### src/rtl/disp_pkg.sv
package disp_pkg;
  typedef enum logic {
    DIR_LEFT  = 1'b0,
    DIR_RIGHT = 1'b1
  } dir_e;
endpackage

### src/rtl/seg_sync.sv
module seg_sync #(
  parameter int unsigned W      = 6,
  parameter int unsigned STAGES = 2
) (
  input  logic         clk_i,
  input  logic         rst_ni,
  input  logic [W-1:0] d_i,
  output logic [W-1:0] q_o
);
  logic [W-1:0] pipe_q [STAGES];

  always_ff @(posedge clk_i or negedge rst_ni) begin
    if (!rst_ni) begin
      for (int k = 0; k < STAGES; k++) pipe_q[k] <= '0;
    end else begin
      pipe_q[0] <= d_i;
      for (int k = 1; k < STAGES; k++) pipe_q[k] <= pipe_q[k-1];
    end
  end

  assign q_o = pipe_q[STAGES-1];
endmodule

### src/rtl/seg_shreg.sv
module seg_shreg
  import disp_pkg::*;
#(
  parameter int unsigned N = 32
) (
  input  logic         clk_i,
  input  logic         rst_ni,
  input  logic         fall_i,
  input  dir_e         dir_i,
  input  logic         ser_a_i,
  input  logic         ser_b_i,
  output logic [N-1:0] par_o
);
  logic [N-1:0] sr_q;

  // bit 0 is stage 1, bit N-1 is stage N
  always_ff @(posedge clk_i or negedge rst_ni) begin
    if (!rst_ni)               sr_q <= '0;
    else if (fall_i) begin
      if (dir_i == DIR_RIGHT)  sr_q <= {sr_q[N-2:0], ser_a_i};
      else                     sr_q <= {ser_b_i, sr_q[N-1:1]};
    end
  end

  assign par_o = sr_q;

  AST_RIGHT_ENTRY: assert property (@(posedge clk_i) disable iff (!rst_ni)
    fall_i && dir_i == DIR_RIGHT |=> sr_q[0] == $past(ser_a_i));
  AST_RIGHT_BODY: assert property (@(posedge clk_i) disable iff (!rst_ni)
    fall_i && dir_i == DIR_RIGHT |=> sr_q[N-1:1] == $past(sr_q[N-2:0]));
  AST_LEFT_ENTRY: assert property (@(posedge clk_i) disable iff (!rst_ni)
    fall_i && dir_i == DIR_LEFT |=> sr_q[N-1] == $past(ser_b_i));
  AST_HOLD_NO_EDGE: assert property (@(posedge clk_i) disable iff (!rst_ni)
    !fall_i |=> $stable(sr_q));
endmodule

### src/rtl/seg_latch.sv
module seg_latch #(
  parameter int unsigned N = 32
) (
  input  logic         clk_i,
  input  logic         rst_ni,
  input  logic         strobe_i,
  input  logic         blank_i,
  input  logic [N-1:0] d_i,
  output logic [N-1:0] seg_o
);
  logic [N-1:0] lat_q;

  always_ff @(posedge clk_i or negedge rst_ni) begin
    if (!rst_ni)       lat_q <= '0;
    else if (strobe_i) lat_q <= d_i;
  end

  assign seg_o = blank_i ? '0 : lat_q;

  AST_LATCH_FOLLOW: assert property (@(posedge clk_i) disable iff (!rst_ni)
    strobe_i |=> lat_q == $past(d_i));
  AST_LATCH_HOLD: assert property (@(posedge clk_i) disable iff (!rst_ni)
    !strobe_i |=> $stable(lat_q));
endmodule

### src/rtl/seg_shift_driver.sv
module seg_shift_driver
  import disp_pkg::*;
#(
  parameter int unsigned N          = 32,
  parameter int unsigned SYNC_DEPTH = 2
) (
  input  logic         clk_i,
  input  logic         rst_ni,
  input  logic         sclk_i,
  input  logic         dir_i,
  input  logic         a_i,
  output logic         a_o,
  output logic         a_oe_o,
  input  logic         b_i,
  output logic         b_o,
  output logic         b_oe_o,
  input  logic         strobe_i,
  input  logic         blank_i,
  output logic [N-1:0] seg_o
);
  localparam int unsigned SW = 6;

  logic [SW-1:0] raw, syn;
  logic          sclk_s, dir_s, a_s, b_s, strobe_s, blank_s;
  logic          sclk_d, fall;
  logic [N-1:0]  stages;
  dir_e          dir_e_s;

  // data travels with the clock so both stay aligned
  assign raw = {blank_i, strobe_i, b_i, a_i, dir_i, sclk_i};

  seg_sync #(.W(SW), .STAGES(SYNC_DEPTH)) u_sync (
    .clk_i (clk_i),
    .rst_ni(rst_ni),
    .d_i   (raw),
    .q_o   (syn)
  );

  assign {blank_s, strobe_s, b_s, a_s, dir_s, sclk_s} = syn;
  assign dir_e_s = dir_e'(dir_s);

  always_ff @(posedge clk_i or negedge rst_ni) begin
    if (!rst_ni) sclk_d <= 1'b0;
    else         sclk_d <= sclk_s;
  end

  assign fall = sclk_d & ~sclk_s;

  seg_shreg #(.N(N)) u_shreg (
    .clk_i  (clk_i),
    .rst_ni (rst_ni),
    .fall_i (fall),
    .dir_i  (dir_e_s),
    .ser_a_i(a_s),
    .ser_b_i(b_s),
    .par_o  (stages)
  );

  seg_latch #(.N(N)) u_latch (
    .clk_i   (clk_i),
    .rst_ni  (rst_ni),
    .strobe_i(strobe_s),
    .blank_i (blank_s),
    .d_i     (stages),
    .seg_o   (seg_o)
  );

  assign a_o    = stages[0];
  assign b_o    = stages[N-1];
  assign a_oe_o = (dir_e_s == DIR_LEFT);
  assign b_oe_o = (dir_e_s == DIR_RIGHT);

  AST_ONE_DRIVER: assert property (@(posedge clk_i) disable iff (!rst_ni)
    a_oe_o ^ b_oe_o);
  AST_BLANK_DARK: assert property (@(posedge clk_i) disable iff (!rst_ni)
    blank_s |-> seg_o == '0);
endmodule

### config.mk
export PLATFORM = sky130hd
export DESIGN_NAME = seg_shift_driver
export DESIGN_NICKNAME = d
export VERILOG_FILES = /design/src/rtl/disp_pkg.sv /design/src/rtl/seg_sync.sv /design/src/rtl/seg_shreg.sv /design/src/rtl/seg_latch.sv /design/src/rtl/seg_shift_driver.sv
export SDC_FILE = /design/constraint.sdc
export NUM_CORES = 1
export LEC_CHECK = 0
export ABC_AREA = 1
export BUFFER_PORTS_ARGS = -buffer_cell sky130_fd_sc_hd__buf_2
export CAP_MARGIN = 20
export CORE_ASPECT_RATIO = 0.9
export CORE_MARGIN = 10
export CORE_UTILIZATION = 50
export DETAILED_ROUTE_END_ITERATION = 10
export PLACE_DENSITY = 0.8
export SLEW_MARGIN = 0
export SYNTH_ARGS = -nofsm -noshare
export SYNTH_HDL_FRONTEND = slang
export SYNTH_SLANG_ARGS = --single-unit
### constraint.sdc
create_clock -name clk_i -period 1.03 [get_ports clk_i]
set_clock_uncertainty 0.2 [all_clocks]
set_input_delay 0.0515 -clock clk_i [delete_from_list [all_inputs] [get_ports clk_i]]
set_output_delay 0.0515 -clock clk_i [all_outputs]
set_load 0.01 [all_outputs]
==> impl_metrics.json <==
{
  "area_delta_synth_final_pct": 50.5,
  "final_cells": 596,
  "cp.required_ns": 0.78,
  "slew_headroom": 0.774,
  "ys_seq_area_frac": 0.576,
  "drt_pre_antenna_iters": 5,
  "wl_met2_um": 5650,
  "grt_start_max_net_pins": 37,
  "violations": "hold timing, setup timing",
  "worst_hold_slack_ns": -0.106,
  "powerDensity_mw_per_mm2": 1400,
  "synth_edf_count": 0,
  "outcome": "complete, but fails checks",
  "path_class": "reg -> out",
  "netlist_area_mm2": 0.00334,
  "ys_ff_latch": 77,
  "hold_path_class": "in -> async",
  "period_share": 1.52,
  "pwr-share-clk": 0.363,
  "die_h_um": 97.6,
  "avgSynthCellArea_um2": 7.89,
  "swShare": 0.284,
  "tightest_slew_ns": 0.339,
  "grt_pass1_vias": 2857,
  "die_x_um": 106,
  "cp.arrival_ns": 1.31,
  "setup_violations": 100,
  "met3_length_um": 945,
  "cts_made_buffers": 9,
  "die_area_mm2": 0.0104,
  "pre_cts_slack_ns": -0.177,
  "grt_overflow": 0,
  "synth_top_area_share": 0.576,
  "drc": 0,
  "p_int_uw": 5030,
  "drive_gt1_frac": 0.451,
  "ys_top_cells_by_count": "nand2_1 (224), dfrtp_1 (77), inv_1 (32), nor2_1 (32), o21ai_1 (32)",
  "grt_pass1_wl_um": 14000,
  "clock_path_buffers": 2,
  "worst_slack_ns": -0.534,
  "syn-num-nets": 432,
  "max_freq_mhz": 639,
  "fin_crit_ns": 1.56,
  "ctsHtreeMaxLevel": 3,
  "leakage_uw": 0.00282,
  "m1WireLength_um": 4070,
  "antenna_found_initial": 0,
  "grt_usage": 0.165,
  "switchingPower_uw": 2000,
  "tns_ns": -31.95,
  "io_buffers": 43,
  "cts.sinks": 77,
  "hold_viol": 13,
  "clock_latency_ns": 0.36,
  "synthTopCellsByArea": "dfrtp_1 (58%), nand2_1 (25%), o21ai_1 (4.8%), inv_1 (3.6%), nor2_1 (3.6%)",
  "cts_tree": "yes",
  "path_max_fanout": 18,
  "vias": 3223,
  "synth.distinct_cells": 11,
  "synthArstFlopShare": 1.00,
  "top_layer_used": "met4",
  "drt_iter0_markers": 352,
  "core_area_mm2": 0.00655,
  "dp_hpwl_um": 4670,
  "ir_worst_vdd_v": 0.000995,
  "pwr-share-seq": 0.479,
  "rsz0062_at_grt": "yes",
  "syn_inst": 424,
  "path_clk_slew_ns": 0.08,
  "antennaDiodeCount": 0,
  "row_count": 28,
  "dp.cells": 546,
  "ys_warn_count": 0,
  "num-nets-final": 509,
  "combPwrFrac": 0.158,
  "utilization": 0.768,
  "vias_per_cell": 5.41,
  "drv_cap": 0,
  "boundaryPins": 44,
  "post-synth-top-count-cell": "nand2_1",
  "ys.flop_type": "dfrtp_1",
  "gp_congestion": 0.773,
  "holdBufCountCts": 7,
  "yosysTopAreaCell": "dfrtp_1",
  "wl_per_cell_um": 18.6,
  "clockRootBuffer": "clkbuf_8",
  "drv_slew": 0,
  "ant_nets": 0,
  "finalWirelength_um": 11100,
  "worstSetupStartpointType": "register",
  "initial_core_util": 0.511,
  "worstSetupEndpointType": "output port"
}
-- what timing repair did --
action | in CTS | in global routing
endpoints found under the hold margin | 83 | 13
gates cloned | 6 | 8
resized for setup | 67 | 130
buffers inserted | 6 | 9
endpoints found under the setup margin | 100 | 100
pin swaps | 39 | 48
-- sequential cells by signal, summed over array words and instances, names as in the netlist --
signal	flops
u_sync.q_o	6
sclk_d	1
u_sync.pipe_q	6
u_shreg.par_o	32
u_latch.lat_q	32
-- placed cells by master (no fill, tap or decap) --
cell / netlist / layout
nor2_2: 0 / 4
inv_8: 0 / 1
dfrtp_2: 0 / 2
o21ai_2: 0 / 23
buf_4: 3 / 6
dfrtp_1: 77 / 75
clkbuf_16: 0 / 4
buf_2: 15 / 39
buf_8: 0 / 2
nor2_1: 32 / 28
nand2_1: 224 / 126
inv_2: 2 / 1
inv_16: 0 / 1
inv_1: 32 / 32
dlygate4sd3_1: 0 / 7
buf_16: 0 / 3
clkinvlp_4: 0 / 3
o21ai_1: 32 / 9
buf_6: 5 / 12
clkbuf_1: 0 / 1
bufinv_16: 0 / 2
buf_12: 0 / 14
clkbuf_8: 0 / 9
clkinv_8: 0 / 1
nand2_2: 1 / 61
nand2_4: 0 / 38
inv_4: 0 / 1
clkinv_2: 0 / 1
-- critical path, cell delays in order, from the launching register on --
cell     delay [ns]
dfrtp_1        0.44
buf_8          0.18
nor2_1         0.15
buf_2          0.18
-- final timing paths --
check,from,end,slack (ns),depth (start not counted)
worst max-delay path,u_sync.q_o[5],seg_o[0],-0.53,3
worst min-delay path,rst_ni,u_sync.q_o[2],-0.11,2
worst max register to register,u_sync.q_o[1],u_shreg.par_o[29],-0.44,7
worst min register to register,u_sync.pipe_q[9],u_sync.q_o[3],0.15,0
max in group asynchronous,rst_ni,u_sync.q_o[1],0.30,3
min in group clk_i,blank_i,u_sync.pipe_q[11],0.13,2
-- cells by family after synthesis --
family | Yosys count | share of synthesized area
and+or+nand+nor | 257 | 0.289
AOI/OAI and AO/OA | 32 | 0.0479
buffers and inverters | 58 | 0.0868
DFF | 77 | 0.576
-- through the flow --
step                instance area [um2]  total power, uW
floorplan                          3390             3720
CTS                                4410             6630
finish                             5030             7030
global placement                   3720             3940
detailed placement                 3720             3970
global route                       5030             7260
-- routing by layer --
layer / vias up / track usage
met1: 1559 / 0.200
met2: 193 / 0.271
li1: 1422 / -
met5: - / 0
met3: 49 / 0.0524
met4: 0 / 0.0562
-- cell type report --
class | count | area [um2]
Clock buffer | 10 | 128
Clock inverter | 6 | 87.6
Fill cell | 370 | 1520
Inverter | 35 | 141
Multi-Input combinational cell | 289 | 1660
Sequential cell | 77 | 1930
Tap cell | 90 | 113
Timing Repair Buffer | 87 | 938
Timing Repair inverter | 2 | 36.3
-- power groups by stage --
stage / combinational, uW / clock [uW] / sequential [uW]
2_1_floorplan: 391 / 0 / 3330
3_3_place_gp: 597 / 0 / 3340
3_5_place_dp: 619 / 0 / 3350
4_1_cts: 821 / 2500 / 3310
5_1_grt: 1190 / 2690 / 3380
6_report: 1110 / 2550 / 3370
No activity file was read; power rests on OpenSTA's default activity.
